[src/rtl/dreq_pkg.sv]
package dreq_pkg;

    localparam int CFG_W   = 16;
    localparam int BURST_W = 13;

    typedef logic [BURST_W-1:0] burst_t;

    localparam burst_t BURST_RST = burst_t'(4);

    typedef enum logic [1:0] {
        ST_IDLE = 2'd0,
        ST_REQ  = 2'd1,
        ST_GAP  = 2'd2
    } seq_state_e;

    typedef struct packed {
        seq_state_e st;
        logic       wide;
        burst_t     left;
    } seq_ctl_t;

    // bytes moved by one bus cycle
    function automatic burst_t step_of(input logic wide);
        return wide ? burst_t'(4) : burst_t'(2);
    endfunction

    // round down to the step, never below one step
    function automatic burst_t eff_burst(input burst_t raw, input logic wide);
        burst_t m;
        m = raw & ~(step_of(wide) - burst_t'(1));
        if (m == '0) m = step_of(wide);
        return m;
    endfunction

endpackage

[src/rtl/dreq_burst_reg.sv]
module dreq_burst_reg
    import dreq_pkg::*;
(
    input  logic               clk_i,
    input  logic               rst_i,
    input  logic               wr_i,
    input  burst_t             wdata_i,
    output burst_t             burst_o,
    output logic [CFG_W-1:0]   rdata_o
);

    localparam int RESV_W = CFG_W - BURST_W;

    burst_t len_q;

    always_ff @(posedge clk_i) begin
        if (rst_i)      len_q <= BURST_RST;
        else if (wr_i)  len_q <= wdata_i;
    end

    assign burst_o = len_q;

    generate
        if (RESV_W > 0) begin : g_resv
            assign rdata_o = {{RESV_W{1'b0}}, len_q};
        end else begin : g_flat
            assign rdata_o = len_q[CFG_W-1:0];
        end
    endgenerate

endmodule

[src/rtl/dreq_seq.sv]
module dreq_seq
    import dreq_pkg::*;
#(
    parameter int XFER_W = 16
)(
    input  logic              clk_i,
    input  logic              rst_i,
    input  logic              start_i,
    input  logic [XFER_W-1:0] xfer_len_i,
    input  logic              wide_i,
    input  logic              strobe_i,
    input  burst_t            burst_cfg_i,
    output logic              dreq_o,
    output logic              done_o,
    output logic              err_o
);

    seq_ctl_t          ctl;
    logic [XFER_W-1:0] buf_left;
    logic              done_q;
    logic              err_q;
    burst_t            step_b;
    logic [XFER_W-1:0] step_x;

    assign step_b = step_of(ctl.wide);
    assign step_x = XFER_W'(step_b);

    always_ff @(posedge clk_i) begin
        if (rst_i) begin
            ctl      <= '{st: ST_IDLE, wide: 1'b0, left: '0};
            buf_left <= '0;
            done_q   <= 1'b0;
            err_q    <= 1'b0;
        end else begin
            done_q <= 1'b0;
            if (strobe_i && ctl.st != ST_REQ) err_q <= 1'b1;
            case (ctl.st)
                ST_IDLE: begin
                    if (start_i) begin
                        ctl.wide <= wide_i;
                        if (xfer_len_i == '0) begin
                            done_q <= 1'b1;
                        end else begin
                            buf_left <= xfer_len_i;
                            ctl.left <= eff_burst(burst_cfg_i, wide_i);
                            ctl.st   <= ST_REQ;
                        end
                    end
                end
                ST_REQ: begin
                    if (strobe_i) begin
                        buf_left <= buf_left - step_x;
                        ctl.left <= ctl.left - step_b;
                        if (buf_left <= step_x) begin
                            ctl.st <= ST_IDLE;
                            done_q <= 1'b1;
                        end else if (ctl.left <= step_b) begin
                            ctl.st <= ST_GAP;
                        end
                    end
                end
                ST_GAP: begin
                    ctl.left <= eff_burst(burst_cfg_i, ctl.wide);
                    ctl.st   <= ST_REQ;
                end
                default: ctl.st <= ST_IDLE;
            endcase
        end
    end

    assign dreq_o = (ctl.st == ST_REQ);
    assign done_o = done_q;
    assign err_o  = err_q;

endmodule

[src/rtl/dreq_burst_ctrl.sv]
module dreq_burst_ctrl
    import dreq_pkg::*;
#(
    parameter int XFER_W = 16
)(
    input  logic              clk_i,
    input  logic              rst_i,
    input  logic              bus_rst_i,
    input  logic              cfg_wr_i,
    input  logic [CFG_W-1:0]  cfg_wdata_i,
    output logic [CFG_W-1:0]  cfg_rdata_o,
    input  logic              wide_mode_i,
    input  logic              start_i,
    input  logic [XFER_W-1:0] xfer_len_i,
    input  logic              dma_strobe_i,
    output logic              dreq_o,
    output logic              done_o,
    output logic              err_o
);

    logic   any_rst;
    burst_t burst_len;
    logic   unused_resv;

    assign any_rst     = rst_i | bus_rst_i;
    assign unused_resv = ^cfg_wdata_i[CFG_W-1:BURST_W];

    dreq_burst_reg u_reg (
        .clk_i   (clk_i),
        .rst_i   (any_rst),
        .wr_i    (cfg_wr_i),
        .wdata_i (cfg_wdata_i[BURST_W-1:0]),
        .burst_o (burst_len),
        .rdata_o (cfg_rdata_o)
    );

    dreq_seq #(.XFER_W(XFER_W)) u_seq (
        .clk_i       (clk_i),
        .rst_i       (any_rst),
        .start_i     (start_i),
        .xfer_len_i  (xfer_len_i),
        .wide_i      (wide_mode_i),
        .strobe_i    (dma_strobe_i),
        .burst_cfg_i (burst_len),
        .dreq_o      (dreq_o),
        .done_o      (done_o),
        .err_o       (err_o)
    );

endmodule

[config.mk]
export PLATFORM = sky130hd
export DESIGN_NAME = dreq_burst_ctrl
export DESIGN_NICKNAME = d
export VERILOG_FILES = /design/src/rtl/dreq_pkg.sv /design/src/rtl/dreq_burst_reg.sv /design/src/rtl/dreq_seq.sv /design/src/rtl/dreq_burst_ctrl.sv
export SDC_FILE = /design/constraint.sdc
export NUM_CORES = 1
export LEC_CHECK = 0
export ABC_AREA = 1
export CAP_MARGIN = 10
export CORE_MARGIN = 2
export CORE_UTILIZATION = 54
export CTS_BUF_LIST = sky130_fd_sc_hd__clkbuf_2
export DETAILED_ROUTE_END_ITERATION = 12
export PLACE_DENSITY = 0.86
export SLEW_MARGIN = 25
export SYNTH_ARGS = -nofsm -noshare
export SYNTH_HDL_FRONTEND = slang
export SYNTH_HIERARCHICAL = 1
export SYNTH_SLANG_ARGS = --single-unit
[constraint.sdc]
create_clock -name clk_i -period 3.75 [get_ports clk_i]
set_input_delay 0.375 -clock clk_i [delete_from_list [all_inputs] [get_ports clk_i]]
set_output_delay 0.375 -clock clk_i [all_outputs]
set_load 0.05 [all_outputs]
**Word-level counts from Yosys, hierarchy flattened**

Index checks and enable logic that the tools add are counted.

- Word-level logic and storage cells: 58
- Register bits: 47

- Eq/ne operators: 7
- Muxes and demuxes: 22
- Reductions and logical operators: 11
- Order comparisons: 2
- Add/sub/neg operators: 4
- Bitwise logic cells: 5

Operators with widths:

| cell | count |
|---|---|
| $mux W16 | 4 |
| $mux W13 | 4 |
| $pmux W13 S3 | 1 |
| $pmux W16 S2 | 1 |
| $and A13 B13 Y13 | 2 |
| $logic_not A13 Y1 | 2 |
| $not A13 Y13 | 2 |
| $le A16 B3 Y1 | 1 |
| $logic_not A16 Y1 | 1 |
| $sub A16 B3 Y16 | 1 |
| $le A13 B3 Y1 | 1 |
| $sub A13 B3 Y13 | 1 |
| $reduce_and A4 Y1 | 3 |
| $mux W2 | 4 |
| $sub A3 B1 Y4 const B | 2 |
| $mux W3 | 2 |
| $ne A2 B2 Y1 const B | 3 |
| $pmux W2 S3 | 1 |
| $mux W1 | 4 |
| $ne A3 B1 Y1 const B | 1 |
| $reduce_bool A3 Y1 | 1 |
| $eq A2 B1 Y1 const B | 1 |
| $eq A2 B2 Y1 const B | 1 |
| $logic_not A2 Y1 | 1 |
| other kinds (6) | 6 |

**Depth between registers and ports, before layout**

Gate-level depths: netlist of the first run.

- Depth in word-level cells: 9
- Depth in mapped cells: 14
- Depth with buffers taken out: 14

**Cells and area by module**

Netlist of the first run, hierarchy kept.

Modules (own cells, without submodules):

| module | times used | cells each | seq. area each (µm²) | area each (µm²) |
|---|---|---|---|---|
| dreq_seq | 1 | 445 | 660.6 | 2666.3 |
| dreq_burst_reg | 1 | 99 | 260.2 | 670.6 |
| dreq_burst_ctrl | 1 | 3 | 0.0 | 11.3 |

**Worst setup path after synthesis of the first run**

OpenSTA, ideal clock, no wires.

- Path kind: reg2reg
- Start point: register u_seq/ctl[15] in the netlist's numbering
- End point: register u_seq.buf_left[5]
- Cell stages (with the launch flop): 12
- Path slack: 1807 ps
- Path buffers: 2
- Library setup time: 127 ps
- Data arrival time: 1816 ps
- Cells stage by stage: dfxtp_1 inv_1 ha_1 buf_6 inv_2 o21ai_1 inv_2 nand2_4 nor2_8 buf_6 o21ai_1 nor2_2

- Longest elaborated chain between the ends: 3
- Elaborated cells between the ends (all ways): 8
- Classes of those cells: eq/ne: 4; mux: 1; reduce/logical: 3

RTL lines:

| element | line | RTL |
|---|---|---|
| start: declaration | dreq_seq.sv:18 | `seq_ctl_t ctl;` |
| start signal: assignment | dreq_seq.sv:30 | `ctl <= '{st: ST_IDLE, wide: 1'b0, left: '0};` |
| $eq A2 B1 Y1 * | -- |  |
| named net dreq_o | dreq_burst_ctrl.sv:16 | `output logic dreq_o,` |
| $ne A2 B2 Y1 (no line) / $reduce_bool A2 Y1 (equally long branches) | -- |  |
| $reduce_and A4 Y1 (no line) | -- |  |
| end signal: assignment | dreq_seq.sv:44 | `buf_left <= xfer_len_i;` |
| end signal: assignment | dreq_seq.sv:52 | `buf_left <= buf_left - step_x;` |
| end: declaration | dreq_seq.sv:19 | `logic [XFER_W-1:0] buf_left;` |

Mark *: on every way through the listed nets, which the timed path passes. The rest lies on a longest branch.
A chain may end at the register's enable or synchronous reset.

**Worst setup path in the final report of the first run**

- Start point: register u_seq/ctl[15] in the netlist's numbering
- End point: output dreq_o

- Longest elaborated chain between the ends: 1

RTL lines:

| element | line | RTL |
|---|---|---|
| $eq A2 B1 Y1 | dreq_seq.sv:71 | `assign dreq_o = (ctl.st == ST_REQ);` |
| end: declaration | dreq_burst_ctrl.sv:16 |  |

Every way passes these cells.

==> metrics.md, run 1 <==
| Metric | Value |
|---|---|
| Status | `finished clean` |
| Syn Area/Cell | `6.12 sq um` |
| Syn-to-layout area delta | `13.2%` |
| Grt total ovfl | `0` |
| # diodes | `0` |
| Vias/cell | `5.26` |
| Port Buffers | `51` |
| Setup TNS | `0 ns` |
| Clk_skew | `0.0350 ns` |
| Synthesized flop and latch total | `46` |
| DIE WIDTH | `82.7 um` |
| Compound-Gate Fraction of Synth Area | `10.8%` |
| Post-synthesis adder-cell area fraction | `4.56%` |
| Synth unique cells | `36` |
| Element type at the critical path end | `output pin` |
| Clock sink count | `46` |
| Via Count | `3432` |
| DRC errors left | `0` |
| Drt first pass iters | `7` |
| Io pins | `58` |
| Slew Viols, Final | `0` |
| Min-Delay Path Class | `reg2reg` |
| Number of max-cap violations | `0` |
| H-tree levels | `2` |
| Largest net degree at the start of global routing | `27` |
| Main flop type after synthesis | `dfxtp_1` |
| GRT Util Overall | `25.5%` |
| Die Y | `82.7 um` |
| Worst-Margin Slew | `0.831 ns` |
| # rows | `28` |
| First-pass GRT wire length | `13.7 mm` |
| Fmax | `379 MHz` |
| Critical path peak fanout | `14` |
| Clock power share | `22.2%` |
| Worst EP arrival | `2.27 ns` |
| DR iter-0 viols | `294` |
| Fill cells | `569` |
| Vias in the first global route | `3167` |
| WL/cell | `12.4 um` |
| Routability cong. | `0.881` |
| Largest family of logic cells by synthesized area | `simple AND/OR/NAND/NOR gates` |
| Part of the total power dissipated in combinational logic | `33.7%` |
| CTS tree | `built` |
| Final worst-path cycle share | `70.4%` |
| Post-Synth Simple-Gate Area | `40.4%` |
| Worst Path Required | `3.38 ns` |
| Sw Ratio | `36.7%` |
| Post-synthesis sequential area ratio | `27.5%` |
| Initial Util | `56.2%` |
| Root Driver | `clkbuf_2` |
| Post-synth ARST share | `0%` |
| Post-CTS Setup Repair Bufs | `0` |
| Area of the mapped netlist | `0.00335 sq mm` |
| Internal Power | `0.774 mW` |
| Cts hold-fix bufs | `0` |
| Max Root-Sink Buffers | `2` |
| Maximum VDD drop | `0.197 mV` |
| Total CTS buffers | `5` |
| Layout cells sized above 1 | `6.76%` |
| Leakage power | `1.79 nW` |
| Worst-path clk slew | `0.21 ns` |
| Fin crit period | `2.64 ns` |
| Initial antenna violation count | `0` |
| DP HPWL | `5.92 mm` |
| Switching power | `0.448 mW` |
| Commonest non-fill, non-tap cell in the layout | `nand2_1` |
| DRT antenna net count | `0` |
| Final nets | `627` |
| Die Area | `0.00685 sq mm` |
| Commonest cells after routing, fill and taps aside | `148 x nand2_1, 93 x nor2_1, 63 x inv_1` |
| Core Area | `0.00596 sq mm` |
| Routed WL | `8.09 mm` |
| XOR/XNOR Fraction of Synth Area | `1.05%` |
| Power, Total | `1.22 mW` |
| Top cells by area, synth | `dfxtp_1 28%, nand2_1 17%, nor2_1 10%` |
| Power per cell area | `322 mW/mm^2` |
| Fin. Hold Viols | `0` |
| Startpoint Class | `register` |
| Max-Slew Margin vs Limit | `44.4%` |
| Post-synth EDFFs | `0` |
| Later-pin clock latency in the skew report | `0.43 ns` |
| Mux cell area share after synthesis | `0.598%` |
| Worst Path Class, Setup | `reg2out` |
| Resized cells post-CTS | `0` |
| Final setup vio count | `0` |
| Mapped Cells | `547` |
| Flop pwr share | `44.1%` |
| Area leader, netlist | `dfxtp_1` |
| Post-synth top area share | `27.5%` |
| RSZ-0062 raised after global routing | `no` |
| Syn. warnings | `6` |
==> metrics by stage <==
| step | util, % | worst slack [ns] | cells | hold slack (ns) | instance area [sq um] |
|---|---|---|---|---|---|
| 3_5_place_dp | 62.7 | 1.52 | 645 | 0.463 | 3730 |
| 4_1_cts | 63.7 | 1.08 | 652 | 0.501 | 3790 |
| 3_3_place_gp | 62.7 | 1.60 | 645 | 0.453 | 3730 |
| 5_1_grt | 63.7 | 0.929 | 652 | 0.504 | 3790 |
| 6_report | 63.7 | 1.11 | 652 | 0.499 | 3790 |
| 2_1_floorplan | - | 1.81 | 549 | 0.450 | 3360 |
==> state kept, by name, summed over array words and instances, names as in the netlist <==
signal	count
u_seq/err_o	1
u_seq/buf_left	16
u_seq/ctl	15
u_reg/burst_o	13
u_seq/done_o	1
==> per-layer routing <==
layer	wire [um]	track usage, %	up-vias
met4	166	11.0	0
met1	3420	29.9	1548
met2	3930	45.0	125
li1	-	-	1737
met3	570	5.11	22
met5	0	0	-
==> area by class of cell <==
type	instances	area [sq um]	area share (%)
Multi-Input combinational cell	403	1930	51.0
Sequential cell	46	921	24.3
Timing Repair Buffer	54	533	14.1
Inverter	67	251	6.63
Tap cell	75	93.8	2.48
Clock inverter	2	33.8	0.891
Clock buffer	5	25.0	0.660
==> worst max-delay path: stages, from the launching register on <==
cell and delay, ns:
dfxtp_1 0.39, inv_1 0.13, ha_1 0.46, clkdlybuf4s50_1 0.89
==> power by group through the flow <==
| stage | Sequential [mW] | Combinational [mW] | Clock (mW) |
|---|---|---|---|
| floorplan | 0.544 | 0.315 | 0 |
| global placement | 0.547 | 0.394 | 0 |
| detailed placement | 0.548 | 0.405 | 0 |
| CTS | 0.539 | 0.408 | 0.276 |
| global route | 0.544 | 0.462 | 0.296 |
| finish | 0.539 | 0.412 | 0.271 |
==> cells in the mapped netlist (2+ instances only) <==
library cell and count:
a21oi_1 26, nor3_1 2, buf_4 18, dfxtp_1 46
mux2i_1 2, o21ai_0 23, nand3b_1 5, nand2_2 3
nor2_2 12, nor2_1 93, xor2_1 3, or2_2 4
a21oi_2 2, nand2_1 148, o22ai_1 4, ha_1 9
clkbuf_1 3, buf_6 7, o21ai_1 12, nand3_1 38
nand2_4 2, buf_2 5, inv_2 4, inv_1 63
fa_1 2
==> cell families (layout without fill, tap and decap cells) <==
kind of cell | count (synthesis) | count (layout)
multiplexers | 2 | 2
buffers and inverters | 100 | 128
XOR/XNOR | 4 | 4
AND/OR/NAND/NOR | 314 | 314
AO/OA/AOI/OAI | 69 | 69
flip-flops | 46 | 46
other | 1 | 3
adder cells (fa/ha/maj) | 11 | 11
==> path summary, 6_finish.rpt <==
kind	start	end	slack, ns	cells after the start
min	u_seq/err_o$_SDFFE_PP0P_	u_seq/err_o$_SDFFE_PP0P_	0.50	2
max	u_seq/ctl[15]$_SDFFE_PP0P_	dreq_o	1.11	3
max reg2reg	u_seq/ctl[15]$_SDFFE_PP0P_	u_seq/buf_left[15]$_SDFFE_PP0P_	1.52	11
min reg2reg	u_seq/err_o$_SDFFE_PP0P_	u_seq/err_o$_SDFFE_PP0P_	0.50	2
(Power assumes the default switching activity.)
==> run 2, diff against run 1 <==
--- a/config.mk
+++ b/config.mk
@@ -8,10 +8,10 @@
 export ABC_AREA = 1
 export CAP_MARGIN = 10
 export CORE_MARGIN = 2
-export CORE_UTILIZATION = 54
+export CORE_UTILIZATION = 50
 export CTS_BUF_LIST = sky130_fd_sc_hd__clkbuf_2
 export DETAILED_ROUTE_END_ITERATION = 12
-export PLACE_DENSITY = 0.86
+export PLACE_DENSITY = 0.84
 export SLEW_MARGIN = 25
 export SYNTH_ARGS = -nofsm -noshare
 export SYNTH_HDL_FRONTEND = slang
==> constraint.sdc (replaced) <==
create_clock -name clk_i -period 2.4 [get_ports clk_i]
set_input_delay 0.24 -clock clk_i [delete_from_list [all_inputs] [get_ports clk_i]]
set_output_delay 0.24 -clock clk_i [all_outputs]
set_load 0.05 [all_outputs]
==> run 2 against run 1 <==
Count of clock-buffer cells in the layout increased by 1. Final area increased by 0.96%. Combinational power is 59% higher. Worst setup slack worse by 0.76 ns. First-iteration DRC count shrank 21%. Non-clock buffer count rose by 2. Sequential share of layout area down 0.23 points. Critical endpoint is now u_seq/ctl[14]$_SDFFE_PP0P_. Largest cell class unchanged.
==> metrics.md, run 2 (synthesis results as in run 1) <==
| Metric | Value |
|---|---|
| Status | `finished clean` |
| Cts hold-fix bufs | `0` |
| Part of the total power dissipated in combinational logic | `33.7%` |
| CTS tree | `built` |
| Routability cong. | `0.894` |
| Reg2reg start | `u_seq/ctl[13]$_SDFFE_PP0P_` |
| Maximum VDD drop | `0.246 mV` |
| CP most frequent cell | `nand2_1` |
| Setup TNS | `0 ns` |
| Startpoint Class | `register` |
| Flop pwr share | `43.5%` |
| Final Cell Area | `0.00383 sq mm` |
| Reg2Reg Depth | `14` |
| Vias/cell | `5.26` |
| DP HPWL | `5.98 mm` |
| Commonest cells after routing, fill and taps aside | `148 x nand2_1, 93 x nor2_1, 62 x inv_1` |
| Placed cell area | `0.00376 sq mm` |
| Max Root-Sink Buffers | `2` |
| First-pass GRT wire length | `13.7 mm` |
| Sw Ratio | `36.7%` |
| Clk_skew | `0.0380 ns` |
| Power, Total | `1.94 mW` |
| Leakage power | `1.81 nW` |
| Fin crit period | `2.05 ns` |
| R2R Path End | `u_seq/ctl[14]$_SDFFE_PP0P_` |
| DR iter-0 viols | `232` |
| RSZ-0062 raised after global routing | `no` |
| # diodes | `0` |
| Max reg flops | `16` |
| Total CTS buffers | `5` |
| Largest reg by FF count | `u_seq/buf_left` |
| Worst Path Required | `2.74 ns` |
| Number of max-cap violations | `0` |
| Layout cells sized above 1 | `7.76%` |
| M1 wire length | `3.43 mm` |
| Die Area | `0.00737 sq mm` |
| Via Count | `3459` |
| Io pins | `58` |
| Worst EP arrival | `2.39 ns` |
| Fill cells | `577` |
| DR WL met2 | `4.21 mm` |
| WL/cell | `12.6 um` |
| Die Y | `85.8 um` |
| DRT antenna net count | `0` |
| Vias in the first global route | `3311` |
| Hold Startpoint | `cfg_wdata_i[0]` |
| Port Buffers | `51` |
| Initial antenna violation count | `0` |
| Placed insts | `649` |
| Fmax | `488 MHz` |
| Drt first pass iters | `7` |
| Hold Crit Endpoint | `u_reg/burst_o[0]$_SDFFE_PP0P_` |
| Fin cells | `657` |
| Root Driver | `clkbuf_2` |
| Later-pin clock latency in the skew report | `0.44 ns` |
| GRT Util Overall | `22.8%` |
| DIE WIDTH | `85.8 um` |
| H-tree levels | `2` |
| Final worst-path cycle share | `85.4%` |
| Worst hold path cell count | `5` |
| Slew Viols, Final | `0` |
| Largest net degree at the start of global routing | `27` |
| Critical path peak fanout | `8` |
| Fin. Hold Viols | `0` |
| Power per cell area | `507 mW/mm^2` |
| Final setup vio count | `0` |
| Worst-path clk slew | `0.24 ns` |
| Max-Slew Margin vs Limit | `53.2%` |
| Clock sink count | `46` |
| Min-Delay Path Class | `in2reg` |
| Element type at the critical path end | `register` |
| Worst Path Class, Setup | `reg2reg` |
| Final nets | `629` |
| Reg2reg setup slack | `0.35 ns` |
| Core Area | `0.00642 sq mm` |
| Worst-Margin Slew | `0.701 ns` |
| DRC errors left | `0` |
| Routed WL | `8.25 mm` |
| # rows | `29` |
| Grt total ovfl | `0` |
| Top routing layer in use | `met4` |
| Clock power share | `22.8%` |
| Commonest non-fill, non-tap cell in the layout | `nand2_1` |
| Critical-path cell list | `inv_2, ha_1, inv_1, fa_1, inv_1, nand2_1, inv_1, nand2_1, nand2_1, nor2_1, nor2_1, nand2_1, nand2_1, nor2_1` |
| CP max-delay cell | `dfxtp_1` |
| Switching power | `0.712 mW` |
| Max stage delay on crit path | `0.40 ns` |
| Met3 routed wirelength | `395 um` |
| Internal Power | `1.23 mW` |
| Initial Util | `52.1%` |
| Syn-to-layout area delta | `14.3%` |
==> run 2: cell types whose count changed in the layout (fill, tap and decap cells not counted) <==
cell / delta
clkbuf_2: +1
clkinvlp_4: +1
buf_4: +2
clkdlybuf4s50_1: -1
buf_12: +1
clkinv_1: -1
inv_1: -1
inv_2: +1
==> run 2: area by class of cell <==
class                           instances  area [sq um]  share of cell area [%]
Timing Repair Buffer                   56           558                    14.6
Clock buffer                            6          30.0                   0.785
Multi-Input combinational cell        403          1930                    50.5
Inverter                               67           251                    6.57
Tap cell                               77          96.3                    2.52
Sequential cell                        46           921                    24.1
Clock inverter                          2          37.5                   0.981
==> run 2: worst max-delay path by stage <==
stage	endpoint	slack, ns	cells after the start	from
floorplan	u_seq/buf_left[5]$_SDFFE_PP0P_	0.46	11	u_seq/ctl[15]$_SDFFE_PP0P_
global placement	u_seq/ctl[14]$_SDFFE_PP0P_	0.36	14	u_seq/ctl[13]$_SDFFE_PP0P_
detailed placement	u_seq/ctl[11]$_SDFFE_PP0P_	0.27	11	u_seq/ctl[13]$_SDFFE_PP0P_
CTS	u_seq/ctl[14]$_SDFFE_PP0P_	0.24	14	u_seq/ctl[13]$_SDFFE_PP0P_
global route	u_seq/ctl[14]$_SDFFE_PP0P_	0.13	14	u_seq/ctl[13]$_SDFFE_PP0P_
finish	u_seq/ctl[14]$_SDFFE_PP0P_	0.35	14	u_seq/ctl[13]$_SDFFE_PP0P_
==> run 2: worst max-delay path, delay by kind of cell, from the launching register on <==
kind | cells | cell delay, ns
and+or+nand+nor | 8 | 0.56
DFF | 1 | 0.40
buffers and inverters | 4 | 0.43
adders and majority gates | 2 | 0.59
==> run 2: per-stage QoR <==
stage          hold WS, ns  util (%)  worst slack [ns]
6_report             0.384      59.6             0.350
3_3_place_gp         0.453      58.5             0.361
3_5_place_dp         0.460      58.5             0.273
2_1_floorplan        0.366         -             0.457
5_1_grt              0.352      59.6             0.134
4_1_cts              0.360      59.6             0.243
==> run 2: routing by layer <==
metal / up-vias / track usage (%)
met3: 26 / 4.23
met4: 0 / 10.7
li1: 1747 / -
met2: 113 / 42.1
met1: 1573 / 25.0
met5: - / 0
==> run 2: power by group through the flow <==
stage	logic [mW]	clock network [mW]	registers, mW
floorplan	0.492	0	0.850
global placement	0.622	0	0.855
detailed placement	0.642	0	0.857
CTS	0.646	0.455	0.842
global route	0.727	0.488	0.850
finish	0.654	0.442	0.843
==> run 2: what timing repair did <==
| item | in CTS | in global routing |
|---|---|---|
| endpoints found under the setup margin | 0 | 1 |
| setup buffers | 0 | 0 |
| resized for setup | 0 | 1 |
| endpoints found under the hold margin | 0 | 0 |
==> run 3, diff against run 2 <==
--- a/config.mk
+++ b/config.mk
@@ -8,10 +8,9 @@
 export ABC_AREA = 1
 export CAP_MARGIN = 10
 export CORE_MARGIN = 2
-export CORE_UTILIZATION = 50
-export CTS_BUF_LIST = sky130_fd_sc_hd__clkbuf_2
+export CORE_UTILIZATION = 49
 export DETAILED_ROUTE_END_ITERATION = 12
-export PLACE_DENSITY = 0.84
+export PLACE_DENSITY = 0.83
 export SLEW_MARGIN = 25
 export SYNTH_ARGS = -nofsm -noshare
 export SYNTH_HDL_FRONTEND = slang
==> run 3 against run 2 <==
Sequential share of layout area is 0.30 points lower. Critical path type unchanged. Highest routed layer unchanged. Clock skew is 0.027 ns lower. Final area is 1.3% higher. Combinational power hardly changed. Worst setup slack worse by 0.090 ns. Total power is 2.8% higher. Critical path depth is 3 lower. Largest cell class unchanged. Register-to-register slack worse by 0.09 ns. Wire length is 1.2% lower. Non-clock buffer count is 3 higher.
==> metrics.md, run 3 (synthesis results as in run 1) <==
| Metric | Value |
|---|---|
| Placed insts | `655` |
| Drt first pass iters | `5` |
| GRT Util Overall | `22.8%` |
| CTS tree | `built` |
| Number of max-cap violations | `0` |
| Final setup vio count | `0` |
| Placed cell area | `0.00379 sq mm` |
| Post-CTS Setup Repair Bufs | `0` |
| Final worst-path cycle share | `89.2%` |
| CP startpoint | `u_seq/ctl[13]$_SDFFE_PP0P_` |
| Worst Path Class, Setup | `reg2reg` |
| Port Buffers | `51` |
| Max Root-Sink Buffers | `2` |
| Total CTS buffers | `5` |
| Syn-to-layout area delta | `15.8%` |
| Critical path peak fanout | `8` |
| Reg2Reg Depth | `11` |
| Root Driver | `clkbuf_8` |
| Die Y | `86.7 um` |
| Startpoint Class | `register` |
| Largest net degree at the start of global routing | `27` |
| Largest reg by FF count | `u_seq/buf_left` |
| H-tree levels | `2` |
| Max-Slew Margin vs Limit | `65.1%` |
| Clock sink count | `46` |
| Io pins | `58` |
| Fin cells | `663` |
| WL/cell | `12.3 um` |
| Later-pin clock latency in the skew report | `0.31 ns` |
| Max reg flops | `16` |
| Slew Viols, Final | `0` |
| Element type at the critical path end | `register` |
| Power per cell area | `514 mW/mm^2` |
| Reg2reg setup slack | `0.26 ns` |
| Die Area | `0.00751 sq mm` |
| Fill cells | `621` |
| Critical-path cell list | `inv_1, ha_1, inv_1, fa_1, inv_1, nand2_1, nor2_1, nand2_1, xor2_1, nand2_1, a21oi_1` |
| Post-layout util | `57.7%` |
| DRC errors left | `0` |
| Crit path to | `u_seq/ctl[11]$_SDFFE_PP0P_` |
| Post-route setup slack | `0.260 ns` |
| Register Area | `921 sq um` |
| Routability cong. | `0.936` |
| Layout cells sized above 1 | `8.06%` |
| First-pass GRT wire length | `13.9 mm` |
| Multi-input logic area | `0.00193 sq mm` |
| Min-Delay Path Class | `reg2reg` |
| Clk_skew | `0.0113 ns` |
| Commonest cells after routing, fill and taps aside | `148 x nand2_1, 93 x nor2_1, 63 x inv_1` |
| Post-place setup slack | `0.331 ns` |
| Core Area | `0.00672 sq mm` |
| Max stage delay on crit path | `0.40 ns` |
| Initial Util | `49.8%` |
| Worst-Margin Slew | `0.522 ns` |
| Commonest non-fill, non-tap cell in the layout | `nand2_1` |
| Cts hold-fix bufs | `0` |
| Resized cells post-CTS | `0` |
| Setup TNS | `0 ns` |
| Worst Path Required | `2.64 ns` |
| Fin. Hold Viols | `0` |
| Maximum VDD drop | `0.317 mV` |
| Final Cell Area | `0.00388 sq mm` |
| R2R Path End | `u_seq/ctl[11]$_SDFFE_PP0P_` |
| Grt total ovfl | `0` |
| Vias/cell | `5.21` |
| Final nets | `632` |
| CP max-delay cell | `fa_1` |
| RSZ-0062 raised after global routing | `no` |
| DIE WIDTH | `86.7 um` |
| Worst-path clk slew | `0.09 ns` |
| Worst EP arrival | `2.38 ns` |
| # rows | `30` |
| Leakage power | `1.83 nW` |
| Fin crit period | `2.14 ns` |
| Vias in the first global route | `3293` |
| DP HPWL | `6.02 mm` |
| Fmax | `467 MHz` |
| Initial antenna violation count | `0` |
| Reg2reg start | `u_seq/ctl[13]$_SDFFE_PP0P_` |
| DR iter-0 viols | `270` |
| DRT antenna net count | `0` |
| # diodes | `0` |
| Via Count | `3457` |
| Routed WL | `8.16 mm` |
| Status | `finished clean` |
-- run 3: cell type report --
type                    count  share of cell area, %
well taps                  80                   2.58
clock inverters             3                  0.549
inverters                  67                   6.49
multi-input cells         403                   49.9
repair buffers             59                   15.0
flip-flops and latches     46                   23.8
clock buffers               5                   1.78
-- run 3: worst max-delay path: cells and delay by family, from the launching register on --
kind | cells | cell delay [ns]
compound gates | 1 | 0.15
xor+xnor | 1 | 0.16
fa+ha+maj | 2 | 0.60
buf+inv | 3 | 0.39
flops | 1 | 0.35
simple gates | 4 | 0.42
-- run 3: worst min-delay path by stage --
stage,from,end,cells after the start
after floorplan,cfg_wdata_i[2],u_reg/burst_o[2]$_SDFFE_PP1P_,2
after global placement,u_seq/err_o$_SDFFE_PP0P_,u_seq/err_o$_SDFFE_PP0P_,2
after detailed placement,u_seq/err_o$_SDFFE_PP0P_,u_seq/err_o$_SDFFE_PP0P_,2
after CTS,u_seq/err_o$_SDFFE_PP0P_,u_seq/err_o$_SDFFE_PP0P_,2
after global routing,u_seq/buf_left[14]$_SDFFE_PP0P_,u_seq/buf_left[14]$_SDFFE_PP0P_,2
final,u_seq/err_o$_SDFFE_PP0P_,u_seq/err_o$_SDFFE_PP0P_,2
-- run 3: routing by layer --
metal / track usage (%) / routed length, um / up-vias
met1: 25.5 / 3420 / 1560
met4: 10.4 / 211 / 0
met5: 0 / 0 / -
met3: 4.29 / 469 / 24
met2: 41.7 / 4060 / 123
li1: - / - / 1750
-- run 3: power by group --
part / switching (mW) / total (mW) / leakage (nW) / internal (mW)
combinational: 0.408 / 0.654 / 1.41 / 0.247
sequential: 0.0387 / 0.839 / 0.376 / 0.801
clock: 0.294 / 0.499 / 0.0441 / 0.205
-- run 3: per-stage QoR --
step	hold WS [ns]	power [mW]
after floorplan	0.366	1.34
after global placement	0.458	1.48
after detailed placement	0.468	1.50
after CTS	0.488	1.99
after global routing	0.513	2.12
final	0.489	1.99
